**config.mk**
```make
export PLATFORM = sky130hd
export DESIGN_NAME = twi_step_master
export DESIGN_NICKNAME = d
export VERILOG_FILES = /design/src/rtl/twi_step_master.sv
export SDC_FILE = /design/constraint.sdc
export NUM_CORES = 1
export LEC_CHECK = 0
export CAP_MARGIN = 30
export CORE_MARGIN = 5
export CORE_UTILIZATION = 30
export CTS_BUF_LIST = sky130_fd_sc_hd__clkbuf_8
export CTS_CLUSTER_DIAMETER = 30
export DETAILED_ROUTE_END_ITERATION = 16
export PLACE_DENSITY = 0.54
export SYNTH_ARGS = -nofsm -noshare
export SYNTH_HDL_FRONTEND = slang
export SYNTH_SLANG_ARGS = --single-unit
```
**constraint.sdc**
```tcl
create_clock -name clk -period 2.4 [get_ports clk]
set_input_delay 0.48 -clock clk [delete_from_list [all_inputs] [get_ports clk]]
set_output_delay 0.48 -clock clk [all_outputs]
set_load 0.01 [all_outputs]
```
**src/rtl/twi_step_master.sv**
```systemverilog
module twi_step_master #(
  parameter logic [7:0] BAUD_RST = 8'h44
) (
  input  logic       clk,
  input  logic       rst_n,
  input  logic       reg_wr,
  input  logic [2:0] reg_addr,
  input  logic [7:0] reg_wdata,
  output logic [7:0] reg_rdata,
  output logic       irq,
  input  logic       scl_in,
  input  logic       sda_in,
  output logic       scl_oe,
  output logic       sda_oe
);
  localparam logic [2:0] A_CTRL = 3'd0, A_DATA = 3'd1, A_STAT = 3'd2,
                         A_OWN = 3'd3, A_OWNX = 3'd4, A_SRST = 3'd5;

  typedef enum logic [2:0] {OP_START, OP_RSTART, OP_STOP, OP_TX, OP_RX} op_t;

  logic [7:0] baud, own_a, own_x, data_r, stat, sh, cnt;
  logic       ie, en, ackb, iflg, pend, busy, held, rw, is_addr, got;
  logic       last, scl_lo, sda_lo, bit_op;
  op_t        op;
  logic [1:0] ph;
  logic [3:0] bitn;

  assign bit_op = (op == OP_TX) || (op == OP_RX);
  assign irq    = iflg & ie;
  assign scl_oe = en & scl_lo;
  assign sda_oe = en & sda_lo;

  always_comb
    case (op)
      OP_START:  last = ph == 2'd2;
      OP_RSTART: last = ph == 2'd3;
      OP_STOP:   last = (ph == 2'd2) && scl_in && sda_in;
      default:   last = (ph == 2'd3) && (bitn == 4'd8);
    endcase

  always_comb begin
    scl_lo = held;
    sda_lo = 1'b0;
    if (busy)
      case (op)
        OP_START:  begin scl_lo = ph == 2'd2;                  sda_lo = ph != 2'd0; end
        OP_RSTART: begin scl_lo = ph == 2'd0 || ph == 2'd3;    sda_lo = ph[1];      end
        OP_STOP:   begin scl_lo = ph == 2'd0;                  sda_lo = ph != 2'd2; end
        default: begin
          scl_lo = !ph[1];
          sda_lo = (bitn == 4'd8) ? (op == OP_RX && ackb) : (op == OP_TX && !sh[7]);
        end
      endcase
  end

  always_comb
    case (reg_addr)
      A_CTRL:  reg_rdata = {ie, en, 2'b00, iflg, ackb, 2'b00};
      A_DATA:  reg_rdata = data_r;
      A_STAT:  reg_rdata = stat;
      A_OWN:   reg_rdata = own_a;
      A_OWNX:  reg_rdata = own_x;
      default: reg_rdata = 8'h00;
    endcase

  always_ff @(posedge clk or negedge rst_n) begin
    if (!rst_n) begin
      baud <= BAUD_RST; own_a <= '0; own_x <= '0; data_r <= '0; stat <= 8'hF8;
      sh <= '0; cnt <= '0; ie <= 1'b0; en <= 1'b0; ackb <= 1'b0; iflg <= 1'b0;
      pend <= 1'b0; busy <= 1'b0; held <= 1'b0; rw <= 1'b0; is_addr <= 1'b0;
      got <= 1'b0; op <= OP_START; ph <= '0; bitn <= '0;
    end else if (reg_wr && reg_addr == A_SRST) begin
      baud <= BAUD_RST; own_a <= '0; own_x <= '0; data_r <= '0; stat <= 8'hF8;
      sh <= '0; cnt <= '0; ie <= 1'b0; en <= 1'b0; ackb <= 1'b0; iflg <= 1'b0;
      pend <= 1'b0; busy <= 1'b0; held <= 1'b0; rw <= 1'b0; is_addr <= 1'b0;
      got <= 1'b0; op <= OP_START; ph <= '0; bitn <= '0;
    end else begin
      if (reg_wr)
        case (reg_addr)
          A_CTRL: begin ie <= reg_wdata[7]; en <= reg_wdata[6]; ackb <= reg_wdata[2]; end
          A_DATA: begin data_r <= reg_wdata; pend <= 1'b1; end
          A_STAT: baud <= reg_wdata;
          A_OWN:  own_a <= reg_wdata;
          A_OWNX: own_x <= reg_wdata;
          default: ;
        endcase

      if (busy) begin
        if (cnt != 8'd0) cnt <= cnt - 8'd1;
        else begin
          cnt <= baud;
          if (bit_op && ph == 2'd2) got <= sda_in;
          if (last) begin
            busy <= 1'b0;
            case (op)
              OP_START:  begin held <= 1'b1; stat <= 8'h08; iflg <= 1'b1; end
              OP_RSTART: begin stat <= 8'h10; iflg <= 1'b1; end
              OP_STOP:   begin held <= 1'b0; stat <= 8'hF8; end
              OP_TX: begin
                iflg <= 1'b1;
                if (is_addr) stat <= rw ? (got ? 8'h48 : 8'h40) : (got ? 8'h20 : 8'h18);
                else         stat <= got ? 8'h30 : 8'h28;
              end
              default: begin data_r <= sh; stat <= ackb ? 8'h50 : 8'h58; iflg <= 1'b1; end
            endcase
          end else if (!(op == OP_STOP && ph == 2'd2)) begin
            ph <= ph + 2'd1;
            if (bit_op && ph == 2'd3) begin
              bitn <= bitn + 4'd1;
              sh   <= {sh[6:0], got};
            end
          end
        end
      end else if (reg_wr && reg_addr == A_CTRL && reg_wdata[6]) begin
        if (reg_wdata[4] && held) begin
          op <= OP_STOP; busy <= 1'b1; ph <= '0; cnt <= baud; iflg <= 1'b0;
        end else if (reg_wdata[5]) begin
          op <= held ? OP_RSTART : OP_START;
          busy <= 1'b1; ph <= '0; cnt <= baud; iflg <= 1'b0;
        end else if (iflg && !reg_wdata[3] && held) begin
          busy <= 1'b1; ph <= '0; cnt <= baud; iflg <= 1'b0; bitn <= '0;
          if (pend) begin
            op <= OP_TX; sh <= data_r; pend <= 1'b0; rw <= data_r[0];
            is_addr <= (stat == 8'h08) || (stat == 8'h10);
          end else op <= OP_RX;
        end
      end
    end
  end
endmodule

```
==> load_flow_metrics.sql <==
INSERT INTO impl_metrics (metric_group, metric, value, unit) VALUES
('status', 'run_status', 'complete, no violations', ''),
('finish', 'antenna_cells', '0', ''),
('clocking', 'clock_tree.htree_level_count', '3', ''),
('critical_path', 'end_kind', 'flip-flop', ''),
('timing', 'period_minus_slack', '2310', 'ps'),
('detailed_routing', 'wirelength', '12200', 'µm'),
('die', 'std_cell_rows', '42', ''),
('yosys', 'sequential_element_share_of_the_synthesized_area', '44.0', '%'),
('placement', 'placed_cells', '697', ''),
('global_route', 'groute.usage.overall', '15.4', '%'),
('detailed_routing', 'drt-initial-drc-count', '185', ''),
('finish', 'nNetsFinal', '558', ''),
('critical_path', 'criticalPathCategory', 'in -> reg', ''),
('clocking', 'cts_buffer_depth', '2', ''),
('finish', 'layout_commonest_cell', 'sky130_fd_sc_hd__dfrtp_1', ''),
('die', 'fp.coreArea', '0.0133', 'mm²'),
('finish', 'fillers', '1356', ''),
('placement', 'globalplace.congestion', '0.880', ''),
('detailed_routing', 'route.detailed.vias_per_inst', '5.21', ''),
('clocking', 'ctsRootBufferMaster', 'sky130_fd_sc_hd__clkbuf_8', ''),
('detailed_routing', 'post_detailed_route_drc_marker_count', '0', ''),
('yosys', 'synth_seq_cells', '72', ''),
('die', 'die_y', '127', 'µm'),
('timing', 'finalSetupViolCount', '0', ''),
('finish', 'synthToLayoutAreaGrowth', '27.9', '%'),
('detailed_routing', 'drt-pass1-iter-count', '4', ''),
('pwr', 'total_power', '3890', 'µW'),
('critical_path', 'cp-start-kind', 'primary input', ''),
('clocking', 'clkTransAtPathRegs', '80', 'ps'),
('placement', 'buffer_ports.inserted', '26', ''),
('clocking', 'cts_num_sinks', '72', ''),
('yosys', 'synthFlopType', 'sky130_fd_sc_hd__dfrtp_1', ''),
('finish', 'final_layout_size_suffix_gt1_share', '21.5', '%'),
('global_route', 'overflow', '0', ''),
('min_path', 'timing.hold.worst.class', 'in -> async', ''),
('finish', 'final_cell_mix', 'sky130_fd_sc_hd__dfrtp_1 (65), sky130_fd_sc_hd__buf_4 (62), sky130_fd_sc_hd__nand2_1 (59), sky130_fd_sc_hd__o21ai_0 (48), sky130_fd_sc_hd__nor2_1 (39)', ''),
('clocking', 'clk_latency', '360', 'ps'),
('pwr', 'power_density', '740', 'mW/mm²'),
('die', 'start_util', '30.8', '%'),
('pwr', 'power.static_leakage', '0.00232', 'µW'),
('timing', 'max_freq', '434', 'MHz'),
('yosys', 'ys_types', '61', ''),
('critical_path', 'cp.required', '2640', 'ps'),
('yosys', 'synth_edf_count', '0', ''),
('finish', 'layout.cells.non_filler', '715', ''),
('job', 'cap_violations', '0', ''),
('critical_path', 'worstPathArrival', '2550', 'ps'),
('yosys', 'netlist_area', '0.00411', 'mm²'),
('yosys', 'synth_warnings', '0', ''),
('yosys', 'syn-instance-count', '458', ''),
('global_route', 'globalRouteMet3Util', '2.67', '%'),
('detailed_routing', 'via_count', '3723', ''),
('clocking', 'numCtsBuffers', '9', ''),
('die', 'num_io_pins', '27', ''),
('pwr', 'ir_drop', '0.449', 'mV'),
('yosys', 'async_flop_share', '100', '%'),
('timing', 'clock-skew-final', '8.30', 'ps'),
('detailed_routing', 'wl_per_cell', '17.0', 'µm'),
('clocking', 'cts_tree', 'built', ''),
('global_route', 'top_usage_layer', 'met2', ''),
('placement', 'dp_hpwl', '9010', 'µm'),
('timing', 'relSlewSlack', '64.6', '%'),
('timing', 'tightestPinTransition', '527', 'ps'),
('timing', 'rsz0062_at_grt', 'no', ''),
('global_route', 'grt_max_degree', '73', ''),
('timing', 'timing_hold_violations_final', '0', ''),
('global_route', 'grt_use_met1', '20.4', '%'),
('yosys', 'postSynthNetCount', '482', ''),
('global_route', 'use_met2', '24.4', '%'),
('yosys', 'synthesized_area_per_cell', '8.98', 'µm²'),
('global_route', 'first_global_vias', '3771', ''),
('timing', 'timing.final.max_slew_violations', '0', ''),
('global_route', 'grt_pass1_wl', '19700', 'µm'),
('critical_path', 'worstPathMaxFanout', '9', ''),
('detailed_routing', 'postRouteAntennaNets', '0', ''),
('global_route', 'grt_antenna_before_repair', '0', ''),
('die', 'full_die_area', '0.0162', 'mm²'),
('die', 'chipWidth', '127', 'µm'),
('timing', 'final.period_utilization', '96.1', '%');
## timing repair
item,in CTS,in global routing
buffers inserted,2,1
pin swaps,2,3
endpoints found under the setup margin,10,23
gates resized for setup,25,12
hold buffers,0,0
## power by group
part           internal [µW]  switching [µW]  leakage, µW
Combinational            543             601      0.00129
Clock                    596             509     0.000107
Sequential              1430             219     0.000922
Total                   2570            1330      0.00232
## cells in the mapped netlist, drive strengths merged, types with 4 or more instances
| cell type | number | area (µm²) |
|---|---|---|
| a211oi | 10 | 75.1 |
| a21o | 4 | 30.0 |
| a21oi | 21 | 105 |
| a221o | 8 | 80.1 |
| a22oi | 5 | 37.5 |
| a31oi | 5 | 31.3 |
| and3 | 9 | 56.3 |
| buf | 9 | 51.3 |
| clkbuf | 18 | 67.6 |
| dfrtp | 65 | 1630 |
| dfstp | 7 | 184 |
| ha | 8 | 100 |
| inv | 14 | 52.6 |
| mux2 | 4 | 45.0 |
| mux2i | 22 | 220 |
| nand2 | 59 | 221 |
| nand2b | 6 | 37.5 |
| nand3 | 9 | 45.0 |
| nor2 | 41 | 156 |
| nor2b | 6 | 37.5 |
| nor3 | 11 | 55.1 |
| nor4 | 5 | 46.3 |
| o211ai | 6 | 45.0 |
| o21ai | 50 | 250 |
| o22ai | 5 | 31.3 |
| o31ai | 9 | 67.6 |
## registers in the layout, indices dropped and copies added (netlist names), 2 cells and up
register,flops
ph,2
baud,8
op,3
own_x,8
own_a,8
sh,8
data_r,8
bitn,4
cnt,8
stat,5
## metal layers
| layer | share of wire [%] | up-vias |
|---|---|---|
| li1 | - | 1821 |
| met1 | 47 | 1806 |
| met2 | 47 | 74 |
| met3 | 3.4 | 22 |
| met4 | 3.1 | 0 |
| met5 | 0 | - |
## final timing paths
check                                     from                    to  slack, ps  cells after the start
min in group clk           bitn[3]$_DFFE_PN0P_   bitn[3]$_DFFE_PN0P_        490                      1
max                                     reg_wr     sh[1]$_DFFE_PN0P_         90                      6
min reg2reg                bitn[3]$_DFFE_PN0P_   bitn[3]$_DFFE_PN0P_        490                      1
min                                      rst_n  own_x[1]$_DFFE_PN0P_        130                      2
max in group asynchronous                rst_n   stat[6]$_DFFE_PN1P_       1910                      2
max reg2reg                 cnt[0]$_DFFE_PN0P_   stat[4]$_DFFE_PN1P_        120                      7
## stage by stage
| step | worst slack, ps | area (µm²) | hold WS (ps) | util (%) | setup TNS, ps |
|---|---|---|---|---|---|
| after floorplan | 82.1 | 4110 | 184 | - | 0 |
| after global placement | -339 | 4970 | 470 | 37.2 | -7070 |
| after detailed placement | -369 | 4980 | 473 | 37.3 | -6650 |
| after CTS | 5.02 | 5210 | 151 | 39.1 | 0 |
| after global routing | 6.68 | 5260 | 156 | 39.4 | 0 |
| final | 93.4 | 5260 | 135 | 39.4 | 0 |
## final cells by class
type                            count  area (µm²)  share of cell area, %
Clock buffer                        9         124                   2.35
Multi-Input combinational cell    344        2190                   41.6
Clock inverter                      7         101                   1.93
Sequential cell                    72        1810                   34.4
Inverter                           15        56.3                   1.07
Tap cell                          176         220                   4.18
Timing Repair Buffer               92         761                   14.5
## cells by family (layout without fill, tap and decap cells)
group | after synthesis | count (layout) | share of synthesized area (%)
XOR/XNOR | 2 | 2 | 0.426
flip-flops | 72 | 72 | 44.0
multiplexers | 26 | 26 | 6.45
buffers and inverters | 42 | 123 | 4.26
adder cells (fa/ha/maj) | 8 | 8 | 2.43
AND/OR/NAND/NOR | 166 | 166 | 20.1
AO/OA/AOI/OAI | 142 | 142 | 22.3
## critical path, cell delays in order
cell and delay [ps]:
sky130_fd_sc_hd__clkdlybuf4s50_1 490, sky130_fd_sc_hd__nor2b_1 250, sky130_fd_sc_hd__nand3_1 150, sky130_fd_sc_hd__or4_1 660, sky130_fd_sc_hd__and3_1 240, sky130_fd_sc_hd__a221o_1 270
(Power assumes the default switching activity.)
